[src/rtl/fpmemo_pkg.sv]
package fpmemo_pkg;
    parameter int OP_W     = 6;
    parameter int DATA_W   = 32;
    parameter int ADDR_W   = 4;
    parameter int CFG_W    = 1;
    parameter int LAT      = 4;
    parameter int DEPTH    = 4;
    parameter int IGN_BITS = 12;
    parameter logic [ADDR_W-1:0] MODE_ADDR = '0;

    localparam int PTR_W = (DEPTH > 1) ? $clog2(DEPTH) : 1;

    typedef struct packed {
        logic [OP_W-1:0]   op;
        logic [DATA_W-1:0] a;
        logic [DATA_W-1:0] b;
    } key_t;

    typedef struct packed {
        logic              vld;
        key_t              key;
        logic [DATA_W-1:0] res;
    } entry_t;

    typedef struct packed {
        logic              vld;
        key_t              key;
        logic              hit;
        logic [DATA_W-1:0] res;
    } stage_t;

    function automatic logic [DATA_W-1:0] cmp_mask(input logic approx);
        logic [DATA_W-1:0] m;
        m = '1;
        if (approx) m[IGN_BITS-1:0] = '0;
        return m;
    endfunction
endpackage

[src/rtl/memo_cfg.sv]
module memo_cfg
    import fpmemo_pkg::*;
(
    input  logic              clk,
    input  logic              rst_n,
    input  logic              we,
    input  logic [ADDR_W-1:0] addr,
    input  logic [CFG_W-1:0]  wdata,
    output logic              approx
);
    typedef struct packed {
        logic approx;
    } cfg_state_t;

    cfg_state_t st_d, st_q;

    always_comb begin
        st_d = st_q;
        if (we && (addr == MODE_ADDR)) begin
            st_d.approx = wdata[0];
        end
    end

    always_ff @(posedge clk) begin
        if (!rst_n) st_q <= '0;
        else        st_q <= st_d;
    end

    assign approx = st_q.approx;
endmodule

[src/rtl/memo_table.sv]
module memo_table
    import fpmemo_pkg::*;
#(
    parameter int N = DEPTH
) (
    input  logic              clk,
    input  logic              rst_n,
    input  logic              approx,
    input  key_t              lk_key,
    output logic              lk_hit,
    output logic [DATA_W-1:0] lk_res,
    input  logic              wr_en,
    input  key_t              wr_key,
    input  logic [DATA_W-1:0] wr_res,
    output logic [N-1:0]      vld_vec
);
    localparam int PW = (N > 1) ? $clog2(N) : 1;

    typedef struct packed {
        entry_t [N-1:0] ent;
        logic [PW-1:0]  ptr;
    } tbl_state_t;

    tbl_state_t st_d, st_q;
    logic [N-1:0] match;
    logic [DATA_W-1:0] mask;

    assign mask = cmp_mask(approx);

    for (genvar g = 0; g < N; g++) begin : g_cmp
        logic op_eq, a_eq, b_eq;
        assign op_eq = (st_q.ent[g].key.op == lk_key.op);
        assign a_eq  = (((st_q.ent[g].key.a ^ lk_key.a) & mask) == '0);
        assign b_eq  = (((st_q.ent[g].key.b ^ lk_key.b) & mask) == '0);
        assign match[g] = st_q.ent[g].vld && op_eq && a_eq && b_eq;
        assign vld_vec[g] = st_q.ent[g].vld;
    end

    always_comb begin
        lk_hit = 1'b0;
        lk_res = '0;
        for (int i = N - 1; i >= 0; i--) begin
            if (match[i]) begin
                lk_hit = 1'b1;
                lk_res = st_q.ent[i].res;
            end
        end
    end

    always_comb begin
        st_d = st_q;
        if (wr_en) begin
            st_d.ent[st_q.ptr].vld = 1'b1;
            st_d.ent[st_q.ptr].key = wr_key;
            st_d.ent[st_q.ptr].res = wr_res;
            if (st_q.ptr == PW'(N - 1)) st_d.ptr = '0;
            else                        st_d.ptr = st_q.ptr + 1'b1;
        end
    end

    always_ff @(posedge clk) begin
        if (!rst_n) st_q <= '0;
        else        st_q <= st_d;
    end
endmodule

[src/rtl/memo_delay.sv]
module memo_delay
    import fpmemo_pkg::*;
#(
    parameter int STAGES = LAT
) (
    input  logic   clk,
    input  logic   rst_n,
    input  stage_t din,
    output stage_t dout
);
    typedef struct packed {
        stage_t [STAGES-1:0] pipe;
    } dly_state_t;

    dly_state_t st_d, st_q;

    always_comb begin
        st_d = st_q;
        st_d.pipe[0] = din;
        for (int i = 1; i < STAGES; i++) begin
            st_d.pipe[i] = st_q.pipe[i-1];
        end
    end

    always_ff @(posedge clk) begin
        if (!rst_n) st_q <= '0;
        else        st_q <= st_d;
    end

    assign dout = st_q.pipe[STAGES-1];
endmodule

[src/rtl/fpu_memo_lane.sv]
module fpu_memo_lane
    import fpmemo_pkg::*;
(
    input  logic              clk,
    input  logic              rst_n,
    input  logic              iss_valid,
    input  logic [OP_W-1:0]   iss_op,
    input  logic [DATA_W-1:0] iss_a,
    input  logic [DATA_W-1:0] iss_b,
    input  logic              fpu_valid,
    input  logic [DATA_W-1:0] fpu_result,
    input  logic              fpu_err,
    input  logic              cfg_we,
    input  logic [ADDR_W-1:0] cfg_addr,
    input  logic [CFG_W-1:0]  cfg_wdata,
    output logic              out_valid,
    output logic [DATA_W-1:0] out_result,
    output logic              out_hit,
    output logic              out_replay
);
    logic              cfg_approx;
    key_t              iss_key;
    logic              lk_hit;
    logic [DATA_W-1:0] lk_res;
    logic              wr_en;
    logic [DEPTH-1:0]  tbl_vld;
    stage_t            stg_in, stg_out;
    logic              done;

    memo_cfg u_cfg (
        .clk    (clk),
        .rst_n  (rst_n),
        .we     (cfg_we),
        .addr   (cfg_addr),
        .wdata  (cfg_wdata),
        .approx (cfg_approx)
    );

    assign iss_key.op = iss_op;
    assign iss_key.a  = iss_a;
    assign iss_key.b  = iss_b;

    memo_table #(.N(DEPTH)) u_tbl (
        .clk     (clk),
        .rst_n   (rst_n),
        .approx  (cfg_approx),
        .lk_key  (iss_key),
        .lk_hit  (lk_hit),
        .lk_res  (lk_res),
        .wr_en   (wr_en),
        .wr_key  (stg_out.key),
        .wr_res  (fpu_result),
        .vld_vec (tbl_vld)
    );

    always_comb begin
        stg_in     = '0;
        stg_in.vld = iss_valid;
        if (iss_valid) begin
            stg_in.key = iss_key;
            stg_in.hit = lk_hit;
            stg_in.res = lk_res;
        end
    end

    memo_delay #(.STAGES(LAT)) u_dly (
        .clk   (clk),
        .rst_n (rst_n),
        .din   (stg_in),
        .dout  (stg_out)
    );

    assign done  = stg_out.vld && fpu_valid;
    assign wr_en = done && !fpu_err;

    always_comb begin
        out_valid  = done;
        out_result = '0;
        out_hit    = 1'b0;
        out_replay = 1'b0;
        if (done) begin
            if (!fpu_err) begin
                out_result = fpu_result;
            end else if (stg_out.hit) begin
                out_result = stg_out.res;
                out_hit    = 1'b1;
            end else begin
                out_result = fpu_result;
                out_replay = 1'b1;
            end
        end
    end
endmodule

[config.mk]
export PLATFORM = sky130hd
export DESIGN_NAME = fpu_memo_lane
export DESIGN_NICKNAME = d
export VERILOG_FILES = /design/src/rtl/fpmemo_pkg.sv /design/src/rtl/memo_cfg.sv /design/src/rtl/memo_table.sv /design/src/rtl/memo_delay.sv /design/src/rtl/fpu_memo_lane.sv
export SDC_FILE = /design/constraint.sdc
export NUM_CORES = 2
export LEC_CHECK = 0
export BUFFER_PORTS_ARGS = -buffer_cell sky130_fd_sc_hd__buf_2
export CORE_MARGIN = 5
export CORE_UTILIZATION = 60
export CTS_CLUSTER_SIZE = 40
export DETAILED_ROUTE_END_ITERATION = 16
export HOLD_SLACK_MARGIN = 0.1
export PLACE_DENSITY = 0.76
export SYNTH_ARGS = -nofsm -noshare
export SYNTH_HDL_FRONTEND = slang
export SYNTH_HIERARCHICAL = 1
export SYNTH_SLANG_ARGS = --single-unit
[constraint.sdc]
create_clock -name clk -period 5 [get_ports clk]
set_input_delay 1.25 -clock clk [delete_from_list [all_inputs] [get_ports clk]]
set_output_delay 1.25 -clock clk [all_outputs]
set_load 0.02 [all_outputs]
==> impl_summary.log <==
[metrics] cell area after layout: roughly 36000 um^2
[metrics] met2 wire length: about 38 mm
[metrics] half-perimeter wire length of the detailed placement result: around 50 mm
[metrics] final net count: ~3.6k
[metrics] effective utilization at floorplan: approximately 60%
[metrics] setup clock skew after layout: about 15 ps
[metrics] final hold violation count: 0
[metrics] CTS Buf Count: a little over 80
[metrics] fraction of final layout cells with drive strength greater than 1: 11.1%
[metrics] Worst EP required: roughly 3800 ps
[metrics] gpl congestion: roughly 0.93
[metrics] crit share post-route: 74.8%
[metrics] number of H-tree branching levels: 3
[metrics] area taken by flip-flops and latches: 16600 um^2
[metrics] Skew-Pair Late Insertion Delay: ~620 ps
[metrics] layout overhead on the synthesized area: 10.4%
[metrics] Post-CTS Resized: 0
[metrics] drt drc: 0
[metrics] Post-Route Setup TNS: 0 ps
[metrics] TritonCTS clock tree: built
[metrics] met3 WL post-DR: around 4.8 mm
[metrics] worst path arrival time: around 2500 ps
[metrics] top cell family by delay on the critical path: buffers and inverters
[metrics] transition at the pin with the smallest max-transition slack: ~1300 ps
[metrics] Iter 0 DRT Violations: about 1.7k
[metrics] routed length on met1: 33.5 mm
[metrics] drt first pass iters: 5
[metrics] classification of the worst-slack hold path: flop to flop
[metrics] number of filler instances in the final layout: roughly 4.3k
[metrics] area post-placement: 32900 um^2
[metrics] Clock Tree Buf Depth: 3
[metrics] height of the die: roughly 240 um
[metrics] Setup Viol. Count Final: 0
[metrics] Max FO, Critical Path: 35
[metrics] Die Footprint: 58700 um^2
[metrics] global-route congestion overflow total: 0
[metrics] number of I/O port buffers: 147
[metrics] Worst Setup End Kind: output pin
[metrics] buffers plus inverters on the worst setup path: 3
[metrics] kind of start point of the critical path: primary input
[metrics] Routed Antenna Nets: 0
[metrics] number of placement rows: 85
[metrics] Routed Wire Length: 79.6 mm
[metrics] status: finished, final reports clean
[metrics] Clock transition at path regs: ~60 ps
[metrics] cell-by-cell trace of the critical path: buf_2 -> buf_12 -> nand3_1 -> a21oi_1 -> buf_2
[metrics] Top Metal Used: met5
[metrics] first-pass GRT wire length: approximately 120 mm
[metrics] final standard cell utilization of the core: approximately two thirds
[metrics] Max stage delay on crit path: between 400 and 500 ps
[metrics] number of pins exceeding their max-slew limit in the final report: 0
[metrics] minimum period implied by the final worst setup slack: about 3700 ps
[metrics] count of maximum capacitance violations: 0
[metrics] warnings from Yosys: 6
[metrics] Setup Fix Bufs, Post-CTS: 0
[metrics] average instance area after synthesis: between 9 and 10 um^2
[metrics] DR vias: between 20k and 25k
[metrics] cell repeated most along the worst path: buf_2
[metrics] maximum number of pins on one net before global-route repair: between 200 and 250
[metrics] number of global-route vias before repair: 22.9k
[metrics] critical path class: primary input to output pin
[metrics] unrepaired setup endpoints after global routing: false
[metrics] area occupied by multi-input gates: about 14000 um^2
[metrics] cell area power density: 380 nW/um^2
[metrics] number of vias per cell: around 5.5
[metrics] net count after synthesis: about 3.6k
[metrics] clk root buf: clkbuf_16
[metrics] antenna violations before repair: 4
[metrics] total core area: 53700 um^2
[metrics] count of mapped cells out of synthesis: around 3.5k
[metrics] tightest hold margin: 423 ps
[metrics] Post-Synthesis Cell Area: around 32000 um^2
[metrics] worst-path cell with the longest stage delay: buf_2
[metrics] count of hold buffers inserted by post-cts repair: 0
[metrics] fmax: 267 MHz
[metrics] Max-slew headroom: ~16%
[metrics] average wire per standard cell: roughly 19 um
[metrics] leakage power figure: 12.9 nW
[metrics] count of boundary I/O pins: 148
[metrics] maximum vdd drop: about 0.39 mV
[metrics] global router's overall resource usage: 26.1%
[metrics] clock sink count: roughly 830
[metrics] width of the die: ~240 um
==> per-layer routing <==
layer,track usage [%],vias to the layer above
met5,0,-
met4,10.8,4
met3,4.13,173
met2,44.7,707
met1,33.1,11100
li1,-,11100
==> cells in the final DEF, fill, tap and decap left out, types with 11 or more instances in the layout <==
| cell | count |
|---|---|
| dfxtp_1 | 830 |
| nand2_1 | 821 |
| and2_1 | 519 |
| a21boi_0 | 408 |
| xnor2_1 | 225 |
| buf_2 | 146 |
| clkbuf_16 | 87 |
| nand4_1 | 56 |
| xor2_1 | 47 |
| nand3_1 | 36 |
| a221o_1 | 32 |
| o221a_2 | 29 |
| a21oi_1 | 23 |
| clkbuf_8 | 20 |
| clkbuf_1 | 17 |
| nor4_1 | 17 |
| a21bo_2 | 16 |
| a21bo_1 | 16 |
| buf_4 | 15 |
| buf_12 | 14 |
| clkinv_2 | 13 |
| inv_1 | 11 |
==> worst reg2reg max path, stage by stage (launching register included) <==
cell and delay (ps):
dfxtp_1 320, xnor2_1 210, o2111ai_1 140, nor4_1 440
nand4_1 400, or2_1 610, nand2_4 490, o221a_2 290
and2_1 130, and2_1 120
==> sequential cells by signal (all words and copies together) (netlist names) <==
signal         flops
u_dly/st_d       312
u_dly/dout       104
u_tbl/st_q       410
u_cfg/approx       1
u_tbl/vld_vec      4
==> cell type report <==
type,count,area share [%]
well taps,696,2.44
diodes,2,0.0140
inverters,11,0.115
clock buffers,124,7.04
multi-input cells,2330,39.8
clock inverters,24,0.857
flip-flops and latches,831,46.5
repair buffers,176,3.18
==> power breakdown <==
group | switching (W) | leakage (nW) | total, W | internal, W
clock | 0.00252 | 1.39 | 0.00635 | 0.00383
combinational | 0.000311 | 4.83 | 0.000525 | 0.000215
sequential | 0.0000172 | 6.71 | 0.00669 | 0.00668
total | 0.00285 | 12.9 | 0.0136 | 0.0107
==> final timing paths <==
kind | from | endpoint | slack (ps) | cells after the start
setup / recovery | fpu_err | out_result[28] | 1260 | 5
hold reg to reg | u_dly/st_d[294]$_SDFF_PN0_ | u_dly/st_d[398]$_SDFF_PN0_ | 420 | 1
setup reg to reg | u_tbl/st_q[100]$_SDFFE_PN0P_ | u_dly/st_d[120]$_SDFF_PN0_ | 1810 | 9
hold / removal | u_dly/st_d[294]$_SDFF_PN0_ | u_dly/st_d[398]$_SDFF_PN0_ | 420 | 1
==> stage by stage <==
step / setup slack, ps / power (W) / cells
detailed placement: 775 / 0.00736 / 4044
CTS: 1260 / 0.0137 / 4192
finish: 1260 / 0.0136 / 4194
floorplan: 1740 / 0.00720 / 3456
global placement: 790 / 0.00735 / 4044
global route: 1080 / 0.0140 / 4193
No activity file was read; power rests on OpenSTA's default activity.
